**src/rtl/wpg_pkg.sv**
```systemverilog
// Shared types for the write-protection unit.
// Assumes command codes are fixed by the decoder ahead of the unit.
package wpg_pkg;

    typedef enum logic [2:0] {
        OP_NONE  = 3'd0,
        OP_SETWE = 3'd1,
        OP_CLRWE = 3'd2,
        OP_MEMWR = 3'd3,
        OP_STWR  = 3'd4
    } wpg_op_e;

    typedef enum logic [1:0] {
        PEND_NONE = 2'd0,
        PEND_MEM  = 2'd1,
        PEND_STAT = 2'd2
    } wpg_pend_e;

    typedef struct packed {
        logic       lock_en;
        logic [1:0] level;
    } wpg_nv_t;

    localparam logic [7:0] BUSY_BYTE = 8'hFF;

endpackage

```
**src/rtl/wpg_region.sv**
```systemverilog
// Decides whether an address falls inside the block-protected region.
// Assumes ADDR_W >= 2. Level 01 covers the top quarter, 10 the top half,
// and 11 the whole space.
module wpg_region #(
    parameter int unsigned ADDR_W = 14
) (
    input  logic [1:0]        level,
    input  logic [ADDR_W-1:0] addr,
    output logic              prot
);
    localparam int unsigned TOP = ADDR_W - 1;

    logic in_quarter;
    logic in_half;

    generate
        if (ADDR_W >= 2) begin : g_wide
            assign in_quarter = addr[TOP] & addr[TOP-1];
            assign in_half    = addr[TOP];
        end else begin : g_narrow
            assign in_quarter = addr[TOP];
            assign in_half    = addr[TOP];
        end
    endgenerate

    // Select the region test for the current level.
    always_comb begin
        unique case (level)
            2'b00:   prot = 1'b0;
            2'b01:   prot = in_quarter;
            2'b10:   prot = in_half;
            default: prot = 1'b1;
        endcase
    end
endmodule

```
**src/rtl/wpg_pin_sense.sv**
```systemverilog
// Samples the protect pin. It reports the hardware lock (pin low with the
// enable bit set) and a one-cycle falling-edge flag.
// Assumes wp_n is already synchronous to clk.
module wpg_pin_sense (
    input  logic clk,
    input  logic rst_n,
    input  logic wp_n,
    input  logic lock_en,
    output logic hw_lock,
    output logic wp_fall
);
    logic wp_q;

    // Keep the previous pin level for edge detection.
    always_ff @(posedge clk) begin
        if (!rst_n) wp_q <= 1'b1;
        else        wp_q <= wp_n;
    end

    assign hw_lock = ~wp_n & lock_en;
    assign wp_fall = wp_q & ~wp_n;
endmodule

```
**src/rtl/wpg_cycle_timer.sv**
```systemverilog
// Counts the internal write cycle. busy is high for WCYC cycles after
// start. done pulses in the last busy cycle, on the edge that commits.
// Assumes start is never asserted while busy.
module wpg_cycle_timer #(
    parameter int unsigned WCYC = 8
) (
    input  logic clk,
    input  logic rst_n,
    input  logic start,
    output logic busy,
    output logic done
);
    localparam int unsigned CW = $clog2(WCYC + 1);

    logic [CW-1:0] cnt;

    // Load on start and count down to zero.
    always_ff @(posedge clk) begin
        if (!rst_n)          cnt <= '0;
        else if (start)      cnt <= CW'(WCYC);
        else if (cnt != '0)  cnt <= cnt - 1'b1;
    end

    assign busy = (cnt != '0);
    assign done = (cnt == CW'(1));
endmodule

```
**src/rtl/wp_guard.sv**
```systemverilog
// Write-protection unit: holds the write-enable latch, protect level and
// protect-enable bit, rules on each write request, and runs the internal
// cycle that commits it. Assumes one request per cycle at most and
// requests issued while cs_n is low.
module wp_guard
    import wpg_pkg::*;
#(
    parameter int unsigned ADDR_W = 14,
    parameter int unsigned WCYC   = 8
) (
    input  logic              clk,
    input  logic              rst_n,
    input  logic              cs_n,
    input  logic              wp_n,
    input  logic              cmd_valid,
    input  logic [2:0]        cmd_op,
    input  logic [ADDR_W-1:0] cmd_addr,
    input  logic [7:0]        cmd_data,
    output logic              rsp_valid,
    output logic              rsp_allow,
    output logic [7:0]        stat_byte
);
    wpg_op_e   op;
    wpg_pend_e pend;
    wpg_nv_t   nv;
    logic      wen;
    logic      cs_q;
    logic      cs_rise;
    logic      prot;
    logic      hw_lock;
    logic      wp_fall;
    logic      busy;
    logic      done;
    logic      can_take;
    logic      allow;
    logic      cancel;
    logic      start;
    logic      cyc_stat;
    logic [7:0] pend_data;
    logic      pend_any;

    assign op = wpg_op_e'(cmd_op);

    wpg_region #(.ADDR_W(ADDR_W)) u_region (
        .level (nv.level),
        .addr  (cmd_addr),
        .prot  (prot)
    );

    wpg_pin_sense u_pin (
        .clk     (clk),
        .rst_n   (rst_n),
        .wp_n    (wp_n),
        .lock_en (nv.lock_en),
        .hw_lock (hw_lock),
        .wp_fall (wp_fall)
    );

    wpg_cycle_timer #(.WCYC(WCYC)) u_timer (
        .clk   (clk),
        .rst_n (rst_n),
        .start (start),
        .busy  (busy),
        .done  (done)
    );

    // Track chip select to find its rising edge.
    always_ff @(posedge clk) begin
        if (!rst_n) cs_q <= 1'b1;
        else        cs_q <= cs_n;
    end
    assign cs_rise = cs_n & ~cs_q;

    assign pend_any = (pend != PEND_NONE);

    // Rule on the current request.
    always_comb begin
        can_take = cmd_valid && !busy && !pend_any;
        unique case (op)
            OP_SETWE, OP_CLRWE: allow = can_take;
            OP_MEMWR:           allow = can_take && wen && !prot;
            OP_STWR:            allow = can_take && wen && !hw_lock;
            default:            allow = 1'b0;
        endcase
    end

    assign cancel = (pend == PEND_STAT) && wp_fall && nv.lock_en;
    assign start  = pend_any && cs_rise && !cancel;

    // Register the verdict one cycle after the request.
    always_ff @(posedge clk) begin
        if (!rst_n) begin
            rsp_valid <= 1'b0;
            rsp_allow <= 1'b0;
        end else begin
            rsp_valid <= cmd_valid;
            rsp_allow <= allow;
        end
    end

    // Hold an allowed write until chip select rises or the pin cancels it.
    always_ff @(posedge clk) begin
        if (!rst_n)                       pend <= PEND_NONE;
        else if (allow && op == OP_MEMWR) pend <= PEND_MEM;
        else if (allow && op == OP_STWR)  pend <= PEND_STAT;
        else if (cancel || start)         pend <= PEND_NONE;
    end

    // Capture the byte of a status write.
    always_ff @(posedge clk) begin
        if (!rst_n)                      pend_data <= 8'h00;
        else if (allow && op == OP_STWR) pend_data <= cmd_data;
    end

    // Remember which kind of write the running cycle commits.
    always_ff @(posedge clk) begin
        if (!rst_n)     cyc_stat <= 1'b0;
        else if (start) cyc_stat <= (pend == PEND_STAT);
    end

    // Commit the stored protection bits at the end of a status-write cycle.
    always_ff @(posedge clk) begin
        if (!rst_n) begin
            nv <= '0;
        end else if (done && cyc_stat) begin
            nv.lock_en <= pend_data[7];
            nv.level   <= pend_data[3:2];
        end
    end

    // Write-enable latch: commands set or clear it, cycle completion clears it.
    always_ff @(posedge clk) begin
        if (!rst_n)                        wen <= 1'b0;
        else if (done)                     wen <= 1'b0;
        else if (allow && op == OP_SETWE)  wen <= 1'b1;
        else if (allow && op == OP_CLRWE)  wen <= 1'b0;
    end

    // Present the status byte, all ones while busy.
    assign stat_byte = busy ? BUSY_BYTE
                            : {nv.lock_en, 3'b000, nv.level, wen, 1'b0};
endmodule

```
**config.mk**
```make
export PLATFORM = sky130hd
export DESIGN_NAME = wp_guard
export DESIGN_NICKNAME = d
export VERILOG_FILES = /design/src/rtl/wpg_pkg.sv /design/src/rtl/wpg_region.sv /design/src/rtl/wpg_pin_sense.sv /design/src/rtl/wpg_cycle_timer.sv /design/src/rtl/wp_guard.sv
export SDC_FILE = /design/constraint.sdc
export NUM_CORES = 1
export LEC_CHECK = 0
export BUFFER_PORTS_ARGS = -buffer_cell sky130_fd_sc_hd__buf_2
export CAP_MARGIN = 20
export CELL_PAD_IN_SITES_DETAIL_PLACEMENT = 1
export CELL_PAD_IN_SITES_GLOBAL_PLACEMENT = 1
export CORE_MARGIN = 8
export CORE_UTILIZATION = 25
export DETAILED_ROUTE_END_ITERATION = 10
export PLACE_DENSITY = 0.59
export SKIP_CTS_REPAIR_TIMING = 1
export SYNTH_ARGS = -nofsm -noshare
export SYNTH_HDL_FRONTEND = slang
export SYNTH_SLANG_ARGS = --single-unit
```
**constraint.sdc**
```tcl
create_clock -name clk -period 4.3 [get_ports clk]
set_input_delay 0.86 -clock clk [delete_from_list [all_inputs] [get_ports clk]]
set_output_delay 0.86 -clock clk [all_outputs]
set_load 0.01 [all_outputs]
```
# Yosys cells after proc, flatten, opt, wreduce, memory -nomap -nowiden
# Cells that the tools add are included.
[totals]
word_cells = 70
in_bits = 30
out_inout_bits = 10
rom_bits = 0
ramBits = 0
memories = 0
latch_bits = 0
reg_bits = 23
[op_classes]
n_shift = 0
multipliers = 0
reduce_logical = 31
bitwise_logic = 7
muxes = 10
eq_ne = 8
n_lt_le_gt_ge = 0
n_div = 0
addsub = 1
[op_table]
columns = ["op", "count"]
rows = [
  ["1-bit logical AND", 14],
  ["4-bit 2-to-1 mux", 2],
  ["8-bit 2-to-1 mux", 1],
  ["2-bit nonzero test", 4],
  ["2-bit OR reduction", 4],
  ["3-bit by 2-bit == test with 1-bit output (second input constant)", 2],
  ["1-bit case mux with 3 select lines", 2],
  ["1-bit zero test", 5],
  ["1-bit AND", 4],
  ["2-bit == test (second input constant)", 2],
  ["4-bit by 1-bit == test with 1-bit output (second input constant)", 1],
  ["2-bit 2-to-1 mux", 2],
  ["4-bit nonzero test", 1],
  ["4-bit by 1-bit subtractor with 4-bit output (second input constant)", 1],
  ["3-bit by 1-bit == test with 1-bit output (second input constant)", 1],
  ["3-bit == test (second input constant)", 1],
  ["1-bit 2-to-1 mux", 3],
  ["1-bit inverter", 3],
  ["3-bit nonzero test", 1],
  ["2-bit by 1-bit == test with 1-bit output (second input constant)", 1],
  ["2-bit zero test", 1],
  ["1-bit logical OR", 1],
]

# Longest topological paths before layout
[depth]
ltp_word = 10
ltp_mapped = 7

# Hierarchy
# Synthesis repeated with hierarchy kept, for this count alone.
[hier_totals]
hier_cells = 102
area_unflattened_um2 = 923.4
[modules_own_cells]
columns = ["mod", "n_inst", "cells_per_inst", "area_per_inst_um2"]
rows = [
  ["wp_guard", 1, 71, 645.6],
  ["wpg_cycle_timer", 1, 24, 225.2],
  ["wpg_pin_sense", 1, 4, 38.8],
  ["wpg_region", 1, 3, 13.8],
]

# Least setup slack after synthesis
# OpenSTA, ideal clock, no wires.
[synth_path]
kind = "register to output"
start = "register u_timer.cnt[0]"
end = "output stat_byte[1]"
required_time_ns = 3.440
path_stages_with_launch = 6
arrival_time_ns = 1.254
path_slack_ns = 2.186
cell_sequence = "dfxtp_1 > inv_1 > ha_1 > nor3b_2 > buf_6 > or2b_2"
[synth_between]
elab_chain_cells = 2
[synth_lines]
columns = ["element", "line_no", "rtl"]
rows = [
  ["start, declared", "wpg_cycle_timer.sv:15", "logic [CW-1:0] cnt;"],
  ["start signal, assigned", "wpg_cycle_timer.sv:20", "else if (start) cnt <= CW'(WCYC);"],
  ["start signal, assigned", "wpg_cycle_timer.sv:21", "else if (cnt != '0) cnt <= cnt - 1'b1;"],
  ["4-bit nonzero test", "wpg_cycle_timer.sv:24", "assign busy = (cnt != '0);"],
  ["8-bit 2-to-1 mux", "wp_guard.sv:140", "assign stat_byte = busy ? BUSY_BYTE"],
  ["end, declared", "wp_guard.sv:21", "output logic [7:0] stat_byte"],
]
# Every way passes these cells.

# Worst setup path after layout
[layout_path]
start = "register u_timer.cnt[0]"
end = "output stat_byte[3]"
# The elaborated chain is that of the path after synthesis.

==> impl_metrics.json <==
{
  "clk_path_buf_depth": 2,
  "timing.fmax_ghz": 0.344,
  "area.sequential_sq_um": 360,
  "synthTopCellsByArea": "dfxtp_1, mux2i_1, nor2b_1",
  "synth_edf_count": 0,
  "clock_skew_ns": 0.00468,
  "finalHoldViolations": 0,
  "initial_core_util_pct": 25.9,
  "coreArea_sq_mm": 0.00363,
  "synth_nets": 128,
  "syn2layout_area_growth_pct": 18.6,
  "synth_warnings": 0,
  "final_common_cell": "buf_2",
  "n_fill_cell": 437,
  "dp_worst_setup_slack_ns": 1.62,
  "ys_async_sr_fraction_pct": 0,
  "gp_congestion": 0.732,
  "hpwl_mm": 1.59,
  "dp.cells": 158,
  "drc": 0,
  "antenna_found_initial": 0,
  "die_h_microns": 77.4,
  "syn_inst": 95,
  "finalMaxSlewViolations": 0,
  "drt_first_pass_iters": 2,
  "fin_crit_ns": 2.91,
  "clock-sinks": 18,
  "crit_buf_inv": 2,
  "num-nets-final": 148,
  "crit_chain": "inv_1 -> ha_1 -> nor3b_2 -> or2b_2 -> buf_2",
  "cts_tree": "yes",
  "grt_pass1_vias": 765,
  "drtAntennaViolNets": 0,
  "die_x_microns": 77.4,
  "synth_top_cell_area_share_pct": 38.2,
  "worstPathArrival_ns": 2.05,
  "outcome": "complete, no violations",
  "rows": 22,
  "yosysUniqueCellTypes": 37,
  "p_per_area_mw_per_mm2": 538,
  "crit_required_ns": 3.44,
  "final_cell_mix": "buf_2, dfxtp_1, mux2i_1, nor2b_1, inv_1",
  "setup_ws_ns": 1.39,
  "route.vias.total": 703,
  "clk_latency_ns": 0.25,
  "setup_viol": 0,
  "rsz0062_at_grt": "false",
  "grt.overflow.total": 0,
  "max-slew-margin-rel_pct": 44.3,
  "numCtsBuffers": 3,
  "drive_gt1_share_pct": 34.2,
  "critPathTopFamily": "simple AND/OR/NAND/NOR gates",
  "antenna_cells": 0,
  "io_pins": 40,
  "tightest_slew_ns": 0.832,
  "final_core_util_pct": 30.8,
  "htree_num_levels": 1,
  "worstHoldPathType": "reg2reg",
  "cp-start-kind": "flip-flop",
  "syn_avg_cell_area_sq_um": 9.92,
  "path_clk_slew_ns": 0.06,
  "fin_setup_tns_ns": 0,
  "irDropWorstVdd_mv": 0.145,
  "critPathMaxStageDelay_ns": 0.69,
  "leakage_nw": 0.461,
  "total_power_w": 0.000601,
  "grt_max_degree": 17,
  "port_buffers": 22,
  "track_usage_pct": 7.52,
  "multiInputGateArea_sq_um": 509,
  "die_area_sq_mm": 0.00599,
  "wl_mm": 2.05,
  "drv_cap": 0,
  "finalCritPeriodShare_pct": 67.6,
  "synth-seq-cells": 18,
  "yosysTopAreaCell": "dfxtp_1",
  "avgRoutedWirePerCell_microns": 12.7,
  "root_buffer": "clkbuf_8",
  "ys_seq_area_share_pct": 38.2,
  "syn-cell-area_sq_um": 942,
  "viasPerCell": 4.34,
  "setup.worst_path.class": "reg2out",
  "critPathSlowestCell": "nor3b_2",
  "dr.first_iter.drc_count": 25,
  "synth_ff_type": "dfxtp_1",
  "grt_pass1_wl_mm": 3.68,
  "critPathMaxFanout": 11,
  "stdcell_count": 162,
  "end_kind": "output port"
}
## per-stage QoR
stage          instance area (sq um)  hold WS, ns
2_1_floorplan                    942        0.483
3_3_place_gp                    1060        0.503
3_5_place_dp                    1060        0.512
4_1_cts                         1120        0.524
5_1_grt                         1120        0.545
6_report                        1120        0.516
## layout make-up
cell class                 count  share of cell area (%)
multi-input combinational     64                    45.6
tap                           48                    5.38
sequential                    18                    32.3
clock buffer                   4                    4.93
timing repair buffer          22                    9.85
inverter                       6                    2.02
## synth_stat cells (all sizes together) (2+ instances only)
master and instances:
a211oi 2, a21oi 3, and2 2, and3 2
buf 6, dfxtp 18, ha 3, inv 6
mux2i 7, nand2 2, nand2b 3, nand3 2
nor2 5, nor2b 7, nor3 2, nor3b 2
o21ai 4, or2b 5, xnor2 3
## kinds of logic after synthesis
logic type               count (synthesis)  synth area share (%)
AO/OA/AOI/OAI                           15                  12.1
adder cells (fa/ha/maj)                  3                  3.98
buffers and inverters                   13                  7.70
flip-flops                              18                  38.2
AND/OR/NAND/NOR                         36                  27.8
XOR/XNOR                                 3                  2.79
multiplexers                             7                  7.44
## registers in the layout, summed over array words and instances, names as in the netlist
register	flops
u_timer.cnt	4
pend_data	3
u_pin.wp_q	1
cs_q	1
rsp_valid	1
rsp_allow	1
pend	2
nv	3
wen	1
cyc_stat	1
## path summary, 6_finish.rpt
| check | startpoint | endpoint | slack [ns] | depth (start not counted) |
|---|---|---|---|---|
| hold reg to reg | cyc_stat | cyc_stat | 0.52 | 1 |
| setup / recovery | u_timer.cnt[0] | stat_byte[3] | 1.39 | 5 |
| hold / removal | cyc_stat | cyc_stat | 0.52 | 1 |
| setup reg to reg | u_timer.cnt[0] | pend_data[3] | 2.24 | 6 |
## worst register-to-register path: cells and delay by family (launching register included)
kind                     cells  cell delay [ns]
adder cells (fa/ha/maj)      1             0.18
buffers and inverters        1             0.11
flip-flops                   1             0.33
multiplexers                 1             0.24
AND/OR/NAND/NOR              3             1.10
## routing by layer
metal	GRT usage, %	share of wire (%)	vias to the layer above
met3	2.88	5.6	5
li1	-	-	359
met1	9.56	51	324
met2	10.7	41	15
met5	0	0	-
met4	3.96	2.0	0
## power by group
part / internal (W) / leakage [nW] / switching [W] / total (W)
clock: 0.0000814 / 0.0288 / 0.0000565 / 0.000138
combinational: 0.000119 / 0.285 / 0.000143 / 0.000262
sequential: 0.000186 / 0.147 / 0.0000158 / 0.000201
total: 0.000386 / 0.461 / 0.000215 / 0.000601
Note: power is estimated with default switching activity, not from simulation.
